### src/rtl/mc16_pkg.sv
package mc16_pkg;

    localparam logic [3:0] OP_DELAY  = 4'd4;
    localparam logic [3:0] OP_STORE  = 4'd6;
    localparam logic [3:0] OP_ALU    = 4'd7;
    localparam logic [3:0] OP_BRANCH = 4'd8;
    localparam logic [3:0] OP_HALT   = 4'd11;
    localparam logic [3:0] OP_LOAD   = 4'd13;

    localparam logic [2:0] ALU_FORM_REG   = 3'd0;
    localparam logic [2:0] ALU_FORM_IMM   = 3'd1;
    localparam logic [2:0] ALU_FORM_STAGE = 3'd2;

    localparam logic [2:0] BR_ABS   = 3'd0;
    localparam logic [2:0] BR_R0    = 3'd1;
    localparam logic [2:0] BR_STAGE = 3'd2;

    localparam logic [3:0] FN_ADD = 4'd0;
    localparam logic [3:0] FN_SUB = 4'd1;
    localparam logic [3:0] FN_AND = 4'd2;
    localparam logic [3:0] FN_OR  = 4'd3;
    localparam logic [3:0] FN_MOV = 4'd4;
    localparam logic [3:0] FN_SHL = 4'd5;
    localparam logic [3:0] FN_SHR = 4'd6;

    localparam logic [3:0] STG_INC = 4'd0;
    localparam logic [3:0] STG_DEC = 4'd1;
    localparam logic [3:0] STG_CLR = 4'd2;

    typedef enum logic [2:0] {
        ST_IDLE,
        ST_FETCH,
        ST_LATCH,
        ST_EXEC,
        ST_LDWAIT,
        ST_DELAY
    } core_state_t;

endpackage

### src/rtl/mc16_alu.sv
module mc16_alu import mc16_pkg::*; #(
    parameter int W = 16
) (
    input  logic [3:0]   fn,
    input  logic [W-1:0] a,
    input  logic [W-1:0] b,
    output logic [W-1:0] y,
    output logic         carry,
    output logic         valid
);
    localparam int SHW = $clog2(W);

    logic [W:0] ext;

    always_comb begin
        ext   = '0;
        y     = '0;
        carry = 1'b0;
        valid = 1'b1;
        case (fn)
            FN_ADD: begin
                ext   = {1'b0, a} + {1'b0, b};
                y     = ext[W-1:0];
                carry = ext[W];
            end
            FN_SUB: begin
                ext   = {1'b0, a} - {1'b0, b};
                y     = ext[W-1:0];
                carry = ext[W];
            end
            FN_AND: y = a & b;
            FN_OR:  y = a | b;
            FN_MOV: y = b;
            FN_SHL: y = (b >= W) ? '0 : (a << b[SHW-1:0]);
            FN_SHR: y = (b >= W) ? '0 : (a >> b[SHW-1:0]);
            default: valid = 1'b0;
        endcase
    end
endmodule

### src/rtl/mc16_branch.sv
module mc16_branch import mc16_pkg::*; #(
    parameter int PC_W    = 11,
    parameter int W       = 16,
    parameter int STAGE_W = 8
) (
    input  logic [31:0]        insn,
    input  logic [PC_W-1:0]    pc,
    input  logic [W-1:0]       r0,
    input  logic [W-1:0]       reg_target,
    input  logic               zf,
    input  logic               ovf,
    input  logic [STAGE_W-1:0] stage,
    output logic               taken,
    output logic [PC_W-1:0]    target
);
    logic [PC_W-1:0]    rel_mag;
    logic [PC_W-1:0]    rel_dest;
    logic [W-1:0]       r0_imm;
    logic [STAGE_W-1:0] stg_imm;

    assign rel_mag  = PC_W'(insn[23:17]);
    assign rel_dest = insn[24] ? (pc - rel_mag) : (pc + rel_mag);
    assign r0_imm   = W'(insn[15:0]);
    assign stg_imm  = STAGE_W'(insn[7:0]);

    always_comb begin
        taken  = 1'b0;
        target = rel_dest;
        case (insn[27:25])
            BR_ABS: begin
                target = insn[21] ? reg_target[PC_W-1:0] : PC_W'(insn[12:2]);
                case (insn[24:22])
                    3'd0:    taken = 1'b1;
                    3'd1:    taken = zf;
                    3'd2:    taken = ovf;
                    default: taken = 1'b0;
                endcase
            end
            BR_R0:
                taken = insn[16] ? (r0 >= r0_imm) : (r0 < r0_imm);
            BR_STAGE: begin
                case (insn[16:15])
                    2'd0:    taken = stage <  stg_imm;
                    2'd1:    taken = stage >= stg_imm;
                    2'd2:    taken = stage <= stg_imm;
                    default: taken = 1'b0;
                endcase
            end
            default: taken = 1'b0;
        endcase
    end
endmodule

### src/rtl/mc16_regfile.sv
module mc16_regfile #(
    parameter int W    = 16,
    parameter int NREG = 4,
    parameter int AW   = $clog2(NREG)
) (
    input  logic          clk,
    input  logic          rst_n,
    input  logic          we,
    input  logic [AW-1:0] waddr,
    input  logic [W-1:0]  wdata,
    input  logic [AW-1:0] ra_a,
    input  logic [AW-1:0] ra_b,
    input  logic [AW-1:0] ra_c,
    output logic [W-1:0]  rd_a,
    output logic [W-1:0]  rd_b,
    output logic [W-1:0]  rd_c,
    output logic [W-1:0]  r0
);
    logic [W-1:0] regs [NREG];

    for (genvar g = 0; g < NREG; g++) begin : g_reg
        always_ff @(posedge clk or negedge rst_n) begin
            if (!rst_n)
                regs[g] <= '0;
            else if (we && waddr == AW'(g))
                regs[g] <= wdata;
        end
    end

    assign rd_a = regs[ra_a];
    assign rd_b = regs[ra_b];
    assign rd_c = regs[ra_c];
    assign r0   = regs[0];
endmodule

### src/rtl/mc16_core.sv
module mc16_core import mc16_pkg::*; #(
    parameter int PC_W    = 11,
    parameter int DATA_W  = 16,
    parameter int STAGE_W = 8,
    parameter int NREG    = 4
) (
    input  logic            clk,
    input  logic            rst_n,
    input  logic            run,
    input  logic [PC_W-1:0] start_addr,
    output logic            halted,
    output logic [PC_W-1:0] mem_addr,
    output logic            mem_rd,
    output logic            mem_wr,
    output logic [31:0]     mem_wdata,
    input  logic [31:0]     mem_rdata
);
    localparam int RAW   = $clog2(NREG);
    localparam int DLY_W = 16;

    core_state_t state, nstate;

    logic [PC_W-1:0]    pc_q;
    logic [31:0]        ir_q;
    logic               zf_q, of_q;
    logic [STAGE_W-1:0] stage_q;
    logic [DLY_W-1:0]   dcnt_q;

    logic [3:0]  op;
    logic [2:0]  form;
    logic [3:0]  fn;
    logic [DLY_W-1:0] dly_cnt;
    assign op      = ir_q[31:28];
    assign form    = ir_q[27:25];
    assign fn      = ir_q[24:21];
    assign dly_cnt = ir_q[15:0];

    logic [DATA_W-1:0] rs_val, rt_val, rd_val, r0_val;
    logic              rf_we;
    logic [DATA_W-1:0] rf_wdata;

    mc16_regfile #(.W(DATA_W), .NREG(NREG), .AW(RAW)) u_rf (
        .clk   (clk),
        .rst_n (rst_n),
        .we    (rf_we),
        .waddr (RAW'(ir_q[1:0])),
        .wdata (rf_wdata),
        .ra_a  (RAW'(ir_q[3:2])),
        .ra_b  (RAW'(ir_q[5:4])),
        .ra_c  (RAW'(ir_q[1:0])),
        .rd_a  (rs_val),
        .rd_b  (rt_val),
        .rd_c  (rd_val),
        .r0    (r0_val)
    );

    logic [DATA_W-1:0] alu_b, alu_y;
    logic              alu_c, alu_ok;

    always_comb begin
        if (form == ALU_FORM_IMM)
            alu_b = DATA_W'(ir_q[19:4]);
        else if (fn == FN_MOV)
            alu_b = rs_val;
        else
            alu_b = rt_val;
    end

    mc16_alu #(.W(DATA_W)) u_alu (
        .fn    (fn),
        .a     (rs_val),
        .b     (alu_b),
        .y     (alu_y),
        .carry (alu_c),
        .valid (alu_ok)
    );

    logic            br_taken;
    logic [PC_W-1:0] br_target;

    mc16_branch #(.PC_W(PC_W), .W(DATA_W), .STAGE_W(STAGE_W)) u_br (
        .insn       (ir_q),
        .pc         (pc_q),
        .r0         (r0_val),
        .reg_target (rd_val),
        .zf         (zf_q),
        .ovf        (of_q),
        .stage      (stage_q),
        .taken      (br_taken),
        .target     (br_target)
    );

    logic            alu_rf_op;
    logic [PC_W-1:0] eff_addr;
    logic [DATA_W-1:0] eff_sum;

    assign alu_rf_op = (op == OP_ALU) && alu_ok &&
                       (form == ALU_FORM_REG || form == ALU_FORM_IMM);
    assign eff_sum   = rs_val + DATA_W'(ir_q[20:10]);
    assign eff_addr  = eff_sum[PC_W-1:0];

    // state register
    always_ff @(posedge clk or negedge rst_n) begin
        if (!rst_n)
            state <= ST_IDLE;
        else
            state <= nstate;
    end

    // next-state logic
    always_comb begin
        nstate = state;
        unique case (state)
            ST_IDLE:   nstate = run ? ST_FETCH : ST_IDLE;
            ST_FETCH:  nstate = ST_LATCH;
            ST_LATCH:  nstate = ST_EXEC;
            ST_EXEC: begin
                if (op == OP_HALT)
                    nstate = ST_IDLE;
                else if (op == OP_LOAD)
                    nstate = ST_LDWAIT;
                else if (op == OP_DELAY && dly_cnt != '0)
                    nstate = ST_DELAY;
                else
                    nstate = ST_FETCH;
            end
            ST_LDWAIT: nstate = ST_FETCH;
            ST_DELAY:  nstate = (dcnt_q == DLY_W'(1)) ? ST_FETCH : ST_DELAY;
            default:   nstate = ST_IDLE;
        endcase
    end

    // outputs
    always_comb begin
        halted    = 1'b0;
        mem_rd    = 1'b0;
        mem_wr    = 1'b0;
        mem_addr  = pc_q;
        mem_wdata = {11'(pc_q), 3'b000, ir_q[3:2], 16'(rd_val)};
        rf_we     = 1'b0;
        rf_wdata  = alu_y;
        unique case (state)
            ST_IDLE:  halted = 1'b1;
            ST_FETCH: mem_rd = 1'b1;
            ST_LATCH: ;
            ST_EXEC: begin
                mem_addr = eff_addr;
                mem_rd   = (op == OP_LOAD);
                mem_wr   = (op == OP_STORE);
                rf_we    = alu_rf_op;
            end
            ST_LDWAIT: begin
                rf_we    = 1'b1;
                rf_wdata = DATA_W'(mem_rdata[15:0]);
            end
            ST_DELAY: ;
            default: halted = 1'b1;
        endcase
    end

    // datapath registers
    always_ff @(posedge clk or negedge rst_n) begin
        if (!rst_n) begin
            pc_q    <= '0;
            ir_q    <= '0;
            zf_q    <= 1'b0;
            of_q    <= 1'b0;
            stage_q <= '0;
            dcnt_q  <= '0;
        end else begin
            case (state)
                ST_IDLE:  if (run) pc_q <= start_addr;
                ST_LATCH: ir_q <= mem_rdata;
                ST_EXEC: begin
                    if (op == OP_BRANCH && br_taken)
                        pc_q <= br_target;
                    else if (op != OP_HALT)
                        pc_q <= pc_q + PC_W'(1);
                    if (alu_rf_op) begin
                        zf_q <= (alu_y == '0);
                        of_q <= alu_c;
                    end
                    if (op == OP_ALU && form == ALU_FORM_STAGE) begin
                        case (fn)
                            STG_INC: stage_q <= stage_q + STAGE_W'(ir_q[11:4]);
                            STG_DEC: stage_q <= stage_q - STAGE_W'(ir_q[11:4]);
                            STG_CLR: stage_q <= '0;
                            default: ;
                        endcase
                    end
                    if (op == OP_DELAY)
                        dcnt_q <= dly_cnt;
                end
                ST_DELAY: dcnt_q <= dcnt_q - DLY_W'(1);
                default: ;
            endcase
        end
    end
endmodule

### config.mk
export PLATFORM = sky130hd
export DESIGN_NAME = mc16_core
export DESIGN_NICKNAME = d
export VERILOG_FILES = /design/src/rtl/mc16_pkg.sv /design/src/rtl/mc16_alu.sv /design/src/rtl/mc16_branch.sv /design/src/rtl/mc16_regfile.sv /design/src/rtl/mc16_core.sv
export SDC_FILE = /design/constraint.sdc
export NUM_CORES = 1
export LEC_CHECK = 0
export ABC_CLOCK_PERIOD_IN_PS = 15890
export BUFFER_PORTS_ARGS = -buffer_cell sky130_fd_sc_hd__buf_2
export CAP_MARGIN = 15
export CELL_PAD_IN_SITES_DETAIL_PLACEMENT = 1
export CELL_PAD_IN_SITES_GLOBAL_PLACEMENT = 1
export CORE_MARGIN = 2
export CORE_UTILIZATION = 35
export DETAILED_ROUTE_END_ITERATION = 6
export PLACE_DENSITY = 0.61
export SYNTH_ARGS = -nofsm -noshare
export SYNTH_HDL_FRONTEND = slang
export SYNTH_SLANG_ARGS = --single-unit
### constraint.sdc
create_clock -name clk -period 15.89 [get_ports clk]
set_clock_uncertainty 0.15 [all_clocks]
set_input_delay 0.7945 -clock clk [delete_from_list [all_inputs] [get_ports clk]]
set_output_delay 0.7945 -clock clk [all_outputs]
set_load 0.05 [all_outputs]
== Word-level counts from Yosys, hierarchy flattened ==
Index checks and enable logic that the tools add are counted.

* Register bits: 136
* Output and inout port bits: 46
* Word-level logic and storage cells: 136

* Add/sub/neg operators: 9
* Order comparisons: 9
* Equality and inequality tests: 31
* Shift operators: 2
* Mux-type cells: 42
* Bitwise operators: 5
* Reductions and logical operators: 27

{| class="wikitable"
|+ Operators with widths
! cell !! number
|-
| 16-bit 2-to-1 mux || 12
|-
| 16-bit case mux with 7 select lines || 1
|-
| 16-bit binary-select mux with 2-bit select || 3
|-
| 11-bit 2-to-1 mux || 7
|-
| 16-bit case mux with 2 select lines || 1
|-
| 4-bit by 3-bit equality test with 1-bit output (second input constant) || 6
|-
| 8-bit case mux with 3 select lines || 1
|-
| 11-bit case mux with 2 select lines || 1
|-
| 3-bit case mux with 6 select lines || 1
|-
| 16-bit by 16-bit adder with 17-bit output || 1
|-
| 16-bit by 16-bit subtractor with 17-bit output || 1
|-
| 16-bit AND || 1
|-
| 16-bit by 1-bit equality test with 1-bit output (second input constant) || 1
|-
| 16-bit >= comparator || 1
|-
| 16-bit by 5-bit >= comparator with 1-bit output (second input constant) || 1
|-
| 16-bit zero test || 1
|-
| 16-bit less-than comparator || 1
|-
| 16-bit bitwise OR || 1
|-
| 16-bit nonzero test || 1
|-
| 16-bit by 4-bit << shifter with 16-bit output || 1
|-
| 16-bit by 4-bit right shift with 16-bit output || 1
|-
| 16-bit by 1-bit subtractor with 16-bit output (second input constant) || 1
|-
| 3-bit by 2-bit equality test with 1-bit output (second input constant) || 4
|-
| 4-bit equality test (second input constant) || 3
|-
| 35 further kinds || 72
|}

== Depth between registers and ports, before layout ==
Gate-level depths: netlist (run 1).

* Depth in word-level cells: 10
* Gate-level depth with buffers: 21
* Gate-level depth less buffers: 18

== By module ==
From an unflattened synthesis (run 1), not the netlist that was laid out.

* Cell total of the unflattened synthesis: 1,521
* Area, all modules: 14,330.0 µm²

{| class="wikitable"
|+ By module, submodules not included
! module !! times used !! cells each !! area an instance (µm²) !! sequential area each (µm²)
|-
| mc16_core || 1 || 567 || 5,158.7 || 1,801.7
|-
| mc16_alu || 1 || 527 || 3,960.0 || 0.0
|-
| mc16_regfile || 1 || 212 || 3,676.0 || 1,601.5
|-
| mc16_branch || 1 || 215 || 1,535.2 || 0.0
|}

== Worst setup path before layout (run 1) ==
Ideal clock, no wire load.

* Kind: reg-to-reg
* From: register ir_q[4]
* To: register zf_q
* Library setup time: 0.066 ns
* Data arrival time: 4.930 ns
* Required time: 15.674 ns
* Setup slack: 10.744 ns
* Stages on the path, launching flop included: 19
* Buffers on the path: 4
* Clock period less this slack: 5.146 ns
* Cells stage by stage: dfrtp_1 -> buf_2 -> buf_2 -> mux4_2 -> and3_1 -> a221oi_2 -> buf_2 -> buf_1 -> ha_1 -> a2111o_1 -> nand2_1 -> o311ai_0 -> a21oi_1 -> nor2_1 -> a221oi_1 -> o221ai_1 -> or4_1 -> nor4_1 -> a31o_1

* Word-level cells in the longest chain between the ends: 10
* Elaborated cells between the ends (all ways): 17

{| class="wikitable"
|+ Ends and longest elaborated chain
! element !! line !! source
|-
| start: declaration || mc16_core.sv:24 || <nowiki>logic [31:0] ir_q;</nowiki>
|-
| start signal: assignment || mc16_core.sv:173 || <nowiki>ST_LATCH: ir_q <= mem_rdata;</nowiki>
|-
| 2-bit NOT with 3-bit output (not written as such) || mc16_regfile.sv:31 || <nowiki>assign rd_b = regs[ra_b];</nowiki>
|-
| 16-bit binary-select mux with 2-bit select || mc16_regfile.sv:31 ||
|-
| 16-bit 2-to-1 mux (not written as such) (2 in a row) || mc16_regfile.sv:31 ||
|-
| 16-bit 2-to-1 mux || mc16_core.sv:63 || <nowiki>else if (fn == FN_MOV)</nowiki>
|-
| 16-bit 2-to-1 mux (*) || mc16_core.sv:61 || <nowiki>if (form == ALU_FORM_IMM)</nowiki>
|-
| 16-bit by 5-bit >= comparator with 1-bit output, or another cell as far along || mc16_alu.sv:34, mc16_alu.sv:35 ||
|-
| 16-bit 2-to-1 mux, on equally long branches || mc16_alu.sv:35, mc16_alu.sv:34 ||
|-
| 16-bit case mux with 7 select lines (*) || mc16_alu.sv:20 || <nowiki>case (fn)</nowiki>
|-
| 16-bit zero test (*) || mc16_core.sv:180 || <nowiki>zf_q <= (alu_y == '0);</nowiki>
|-
| end signal: assignment || mc16_core.sv:180 ||
|-
| end: declaration || mc16_core.sv:25 || <nowiki>logic zf_q, of_q;</nowiki>
|}

Mark *: on every way between the ends. The rest lies on a longest branch, timed or not. The select of a mux whose other input is x is not followed.
A chain may end at the register's enable or synchronous reset.

== Final worst setup path (run 1) ==
* From: register ir_q[22]
* To: register u_rf.regs (netlist bit u_rf.r0[13])

* Word-level cells in the longest chain between the ends: 7
* Elaborated cells between the ends (all ways): 26

{| class="wikitable"
|+ Ends and longest elaborated chain
! element !! line !! source
|-
| 4-bit by 3-bit equality test with 1-bit output, or another cell as far along || mc16_alu.sv:20, mc16_core.sv:63 ||
|-
| 16-bit 2-to-1 mux or 7-bit OR reduction (tied branches) || - ||
|-
| 16-bit 2-to-1 mux or 1-bit 2-to-1 mux (tied branches) || mc16_core.sv:61, mc16_alu.sv:20 ||
|-
| 16-bit by 5-bit >= comparator with 1-bit output, or another cell as far along || mc16_alu.sv:34, mc16_alu.sv:35 ||
|-
| 16-bit 2-to-1 mux, or another cell as far along || mc16_alu.sv:35 || <nowiki>FN_SHR: y = (b >= W) ? '0 : (a >> b[SHW-1:0]);</nowiki>
|-
| 16-bit case mux with 7 select lines or 1-bit case mux with 2 select lines (tied branches) || mc16_alu.sv:20, mc16_core.sv:142 ||
|-
| 16-bit 2-to-1 mux or 1-bit logical AND (tied branches) || mc16_core.sv:142, mc16_regfile.sv:25 ||
|-
| end signal: indexed assignment || mc16_regfile.sv:26 || <nowiki>regs[g] <= wdata;</nowiki>
|-
| end: declaration || mc16_regfile.sv:19 || <nowiki>logic [W-1:0] regs [NREG];</nowiki>
|}

Parallel ways exist; a longest one is shown, timed or not.

==> summary.md, run 1 <==
| Metric | Value |
|---|---|
| # port buffers | 88 |
| Vias in the first global route | 13400 |
| Most common cell in the synthesized netlist | nand2_1 |
| Synth Area in Simple Gates | 0.174 |
| H-tree depth | 4 |
| Clock root buffer | clkbuf_16 |
| CP cell instances | or4b_4, o31ai_1, or3_1, buf_4, inv_2, ha_1, a211oi_1, o211ai_1, a2111oi_0, o31ai_1, a21o_1, a221o_1, a221oi_1, o31ai_1, a22oi_1, o21ai_0 |
| Postcts setup bufs | 0 |
| Antenna fix cells | 0 |
| Peak Freq | 152 MHz |
| Starting density of the core | 0.353 |
| Worst R2R Setup Slack | 9310 ps |
| GPL Wtd Cong | 0.958 |
| First-pass GRT wire length | 89700 um |
| Post-synth ARST share | 1.00 |
| Hold WC Path Type | primary input to asynchronous set/reset pin |
| Die Footprint | about 40000 um2 |
| Max-cap violations | 0 |
| Row Count | 72 |
| Critical Path Start Type | flip-flop |
| Crit path top cell by count | o31ai_1 |
| Initial antenna violation count | 1 |
| Crit path time final | 6580 ps |
| Gate Count Post-Synth | 1609 |
| DRT Wirelength | 59700 um |
| Cell taking the most area after synthesis | dfrtp_1 |
| Number of flops mapped to enable cells by yosys | 0 |
| Nets | 1795 |
| Mean Syn Cell Area | 8.42 um2 |
| Slew @ Worst Pin | 1130 ps |
| Status | completed |
| Area growth syn-to-layout | 10.4% |
| Largest net degree at the start of global routing | 79 |
| Fin. max-slew vios | 0 |
| Worst path top cell family by delay | compound AO/OA/AOI/OAI gates |
| Worst skew pair latency | 450 ps |
| Cell area after synthesis | roughly 14000 um2 |
| Die height | 201 um |
| Setup tns final | 0 ps |
| Largest family of logic cells by synthesized area | compound AO/OA/AOI/OAI gates |
| Number of DRC markers in iteration 0 | between 1000 and 1500 |
| Vias per cell | 6.17 |
| DIE WIDTH | approximately 200 um |
| Mux contribution to synthesized area | 0.134 |
| Crit path buffers/inverters | 2 |
| Core Area | roughly 38000 um2 |
| Yosys top cell area share | 0.251 |
| Top cells by area, synth | dfrtp_1 25%, ha_1 9.9%, mux4_2 8.1%, nand2_1 5.0%, o21ai_0 4.8% |
| DR top layer | met4 |
| Final Setup Violations | 0 |
| Drt first pass iters | 5 |
| Drt drc | 0 |
| Clk pin slew, worst setup/hold paths | 70 ps |
| CTS buffer count | 17 |
| Synth Area in Compound Gates | 0.241 |
| Crit-path max cell delay | ~880 ps |
| Main synth FF type | dfrtp_1 |
| Met2 wire len | 26900 um |
| Post-route antenna net violation count | 0 |
| Routed length per placed instance | 27.6 um |
| Via count | 13400 |
| GRT Util Overall | 0.296 |
| Seq/Total Area, Yosys | 0.251 |
| Wl on met1 | 27400 um |
| Final Util | 0.390 |
| Normalized max-slew margin | 0.244 |
| Commonest cells in the synthesized netlist | 179 x nand2_1, 136 x dfrtp_1, 130 x o21ai_0, 110 x nor2_1, 107 x ha_1 |
| Synth warn | 0 |
| Clock sink count | 136 |
| Crit path capture type | flip-flop |
| Unrepaired setup endpoints after global routing | false |
| Critical path class | flip-flop to flip-flop |
| Dpl hpwl | 45800 um |
| Crit path max fanout | 30 |
| Met3 wire len | 3600 um |
| Post-synthesis register bit count | 136 |
| CP Data Required Time | 16020 ps |
| Cts hold-fix bufs | 0 |
| Layout cell share with drive strength beyond 1 | 0.164 |
| Worst EP arrival | 6710 ps |
| CP max stage cell | or4b_4 |
| GR Overflow Total | 0 |
| Unique masters post-synth | 84 |
| XOR/XNOR Fraction of Synth Area | 0.0310 |
| Period utilization | 0.414 |
| Synthesized-area fraction occupied by adder cells | 0.106 |
| Clock Tree Buf Depth | 2 |
| TritonCTS clock tree | yes |
| I/O pins | 92 |
| Post-cts sizing count | 0 |
| Final hold violation count | 0 |
[through the flow]
| step | setup slack [ps] | hold WS [ps] | area [um2] | instances |
|---|---|---|---|---|
| floorplan | 10740 | 299 | 13600 | 1611 |
| global placement | 9600 | 309 | 14400 | 2136 |
| detailed placement | 9370 | 326 | 14400 | 2136 |
| CTS | 9370 | 212 | 14900 | 2168 |
| global route | 8920 | 220 | 14900 | 2168 |
| finish | 9310 | 198 | 14900 | 2168 |
[per-layer routing]
layer,GRT usage,up-vias
li1,-,6018
met1,0.415,6856
met2,0.469,427
met3,0.0479,81
met4,0.0894,0
met5,0,-
[worst paths after layout]
kind,startpoint,endpoint,cells past startpoint
min in group clk,stage_q[0],stage_q[0],2
max in group asynchronous,rst_n,u_rf.regs[6],2
worst max-delay path,ir_q[22],u_rf.r0[13],16
worst min-delay path,rst_n,state[1],1
worst max register to register,ir_q[22],u_rf.r0[13],16
worst min register to register,stage_q[0],stage_q[0],2
[cells in the final DEF, fill, tap and decap left out, types with 11 or more instances in the layout]
cell type and instances:
a221oi_1 20, o221ai_1 21, nor2_1 110, ha_1 107
mux2i_1 22, and3_1 12, o21a_1 14, or3_1 12
o21ai_0 130, mux2_2 44, o21ai_1 13, a21oi_1 92
buf_2 87, inv_1 90, o211ai_1 18, buf_4 27
a31oi_1 25, a211oi_1 14, nand3_1 28, nand2_1 179
dfrtp_1 136, xnor2_1 37, xor2_1 11, clkbuf_16 17
nor3_1 59, nor2b_1 13, nor4_1 22, o31ai_1 20
nand2b_1 19, a21o_1 22, mux4_2 49
[registers in the layout (all words and copies together), names as in the netlist]
| register | cells |
|---|---|
| zf_q | 1 |
| state | 3 |
| dcnt_q | 16 |
| ir_q | 32 |
| stage_q | 8 |
| pc_q | 11 |
| of_q | 1 |
| u_rf.r0 | 16 |
| u_rf.regs | 48 |
[cells by family (layout without fill, tap and decap cells)]
group,Yosys count,after routing
flops,136,136
buf+inv,202,241
xor+xnor,48,48
simple gates,501,501
compound gates,494,494
mux,115,115
fa+ha+maj,112,112
other cells,1,3
[area by class of cell]
cell class | count | area [um2]
flip-flops and latches | 136 | 3400
inverters | 94 | 353
clock inverters | 14 | 129
fillers | 4617 | 23400
clock buffers | 18 | 439
multi-input cells | 1273 | 9330
repair buffers | 115 | 649
well taps | 518 | 648
Power of run 1 is not shown: default switching activity piles up to over one toggle a cycle in this logic, so the estimate is an artifact.
==> run 2, diff against run 1 <==
- ABC_CLOCK_PERIOD_IN_PS: 15890 -> 5500
- PLACE_DENSITY: 0.61 -> 0.64
- clock period: 15.89 -> 5.5 ns (I/O delays scaled with it)
==> run 2 against run 1 <==
  * Register-to-register slack worse by 9100 ps
  * Cell count grew 4.8%
  * First-iteration DRC count rose by 17%
==> summary.md, run 2 (synthesized netlist as in run 1, its figures left out) <==
| Metric | Value |
|---|---|
| Status | completed |
| Antenna fix cells | 0 |
| Area growth syn-to-layout | 17.6% |
| Period utilization | 0.959 |
| H-tree depth | 4 |
| GR Overflow Total | 0 |
| Initial antenna violation count | 1 |
| Crit path capture type | flip-flop |
| Starting density of the core | 0.353 |
| Peak Freq | 189 MHz |
| Most common cell after layout, fill and taps aside | nand2_1 |
| Clock Tree Buf Depth | 2 |
| Worst EP arrival | 5410 ps |
| GPL Wtd Cong | 0.957 |
| Core Area | 38400 um2 |
| Dpl cell area | 14800 um2 |
| Critical path class | flip-flop to flip-flop |
| Routed length per placed instance | 26.7 um |
| TritonCTS clock tree | yes |
| Largest net degree at the start of global routing | 88 |
| Crit path time final | approximately 5300 ps |
| Number of DRC markers in iteration 0 | 1225 |
| Drt first pass iters | 5 |
| Vias per cell | 6.16 |
| Crit path max fanout | 19 |
| Die height | 201 um |
| Max reg flops | 48 |
| Worst skew pair latency | 440 ps |
| Dpl hpwl | 47100 um |
| GRT Util Overall | 0.301 |
| Clock root buffer | clkbuf_16 |
| Fin. max-slew vios | 0 |
| Final hold violation count | 0 |
| First-pass GRT wire length | 92000 um |
| Placed cell count | 2198 |
| Clock sink count | 136 |
| Slew @ Worst Pin | roughly 1100 ps |
| Critical Path Start Type | flip-flop |
| DIE WIDTH | 201 um |
| DRT Wirelength | between 60000 and 70000 um |
| Layout cell share with drive strength beyond 1 | 0.197 |
| Max-cap violations | 0 |
| Leading cell types in the layout, fill and taps excluded | 179 x nand2_1, 131 x dfrtp_1, 129 x o21ai_0 |
| Via count | 14000 |
| Hold WC Path Type | primary input to flip-flop |
| Top reg by flops | u_rf.regs |
| Normalized max-slew margin | 0.249 |
| CTS buffer count | 17 |
| I/O pins | 92 |
| Regs by FF count | u_rf.regs x48, ir_q x32 |
| Clk pin slew, worst setup/hold paths | ~70 ps |
| Die Footprint | around 40000 um2 |
| Post-route antenna net violation count | 0 |
| Drt drc | 0 |
| Row Count | 72 |
| Final instance area | 15900 um2 |
| Final Setup Violations | 0 |
| Vias in the first global route | 14100 |
| # port buffers | 88 |
| CP Data Required Time | roughly 5600 ps |
| Nets | 1898 |
| Post-route insts no fill | 2271 |
[run 2: stage by stage]
| step | worst slack [ps] | hold slack (ps) | TNS [ps] | util |
|---|---|---|---|---|
| 6_report | 223 | 23.9 | 0 | 0.415 |
| 4_1_cts | 114 | 1.59 | 0 | 0.414 |
| 5_1_grt | -30.9 | -0.0128 | -73.5 | 0.415 |
| 2_1_floorplan | 354 | -171 | 0 | - |
| 3_3_place_gp | 291 | 272 | 0 | 0.387 |
| 3_5_place_dp | 165 | 279 | 0 | 0.387 |
[run 2: repair_timing]
item	CTS	global route
setup endpoints to repair	0	17
resized for setup	0	14
setup buffers	0	2
hold buffers	39	0
hold endpoints to repair	124	0
[run 2: path summary, 6_finish.rpt]
check / from / endpoint / slack (ps) / cells after the start
setup / recovery: ir_q[21] / u_rf.r0[15] / 220 / 19
hold / removal: mem_rdata[11] / ir_q[11] / 20 / 3
setup reg to reg: ir_q[21] / u_rf.r0[15] / 220 / 19
hold reg to reg: stage_q[0] / stage_q[0] / 350 / 2
max in group asynchronous: rst_n / ir_q[4] / 3530 / 3
min in group asynchronous: rst_n / pc_q[7] / 340 / 2
[run 2: final cells by class]
cell class | count | area, um2
well taps | 518 | 648
repair buffers | 218 | 1520
clock inverters | 14 | 196
inverters | 94 | 353
flip-flops and latches | 136 | 3410
clock buffers | 18 | 439
multi-input cells | 1273 | 9360
fillers | 4596 | 22400
[run 2: routing by layer]
metal,track usage,vias to the layer above,share of wire
met2,0.475,585,0.45
li1,-,6240,-
met1,0.422,7045,0.45
met3,0.0464,121,0.063
met5,0,-,0
met4,0.101,0,0.037
[run 2: worst max-delay path, cell delays in order, from the launching register on]
cell and delay (ps):
dfrtp_2 460, or4b_4 610, buf_4 250, and3_1 200, a221oi_2 180, buf_4 230
ha_1 330, nand2b_1 110, a21oi_1 70, o31a_1 340, o41a_1 380, o31a_1 290
o31ai_1 280, mux2i_1 140, nor4_2 390, buf_4 180, nor2_1 50, a21oi_1 210
buf_4 180, o21ai_1 70
Power of run 2 is left out for the same reason.
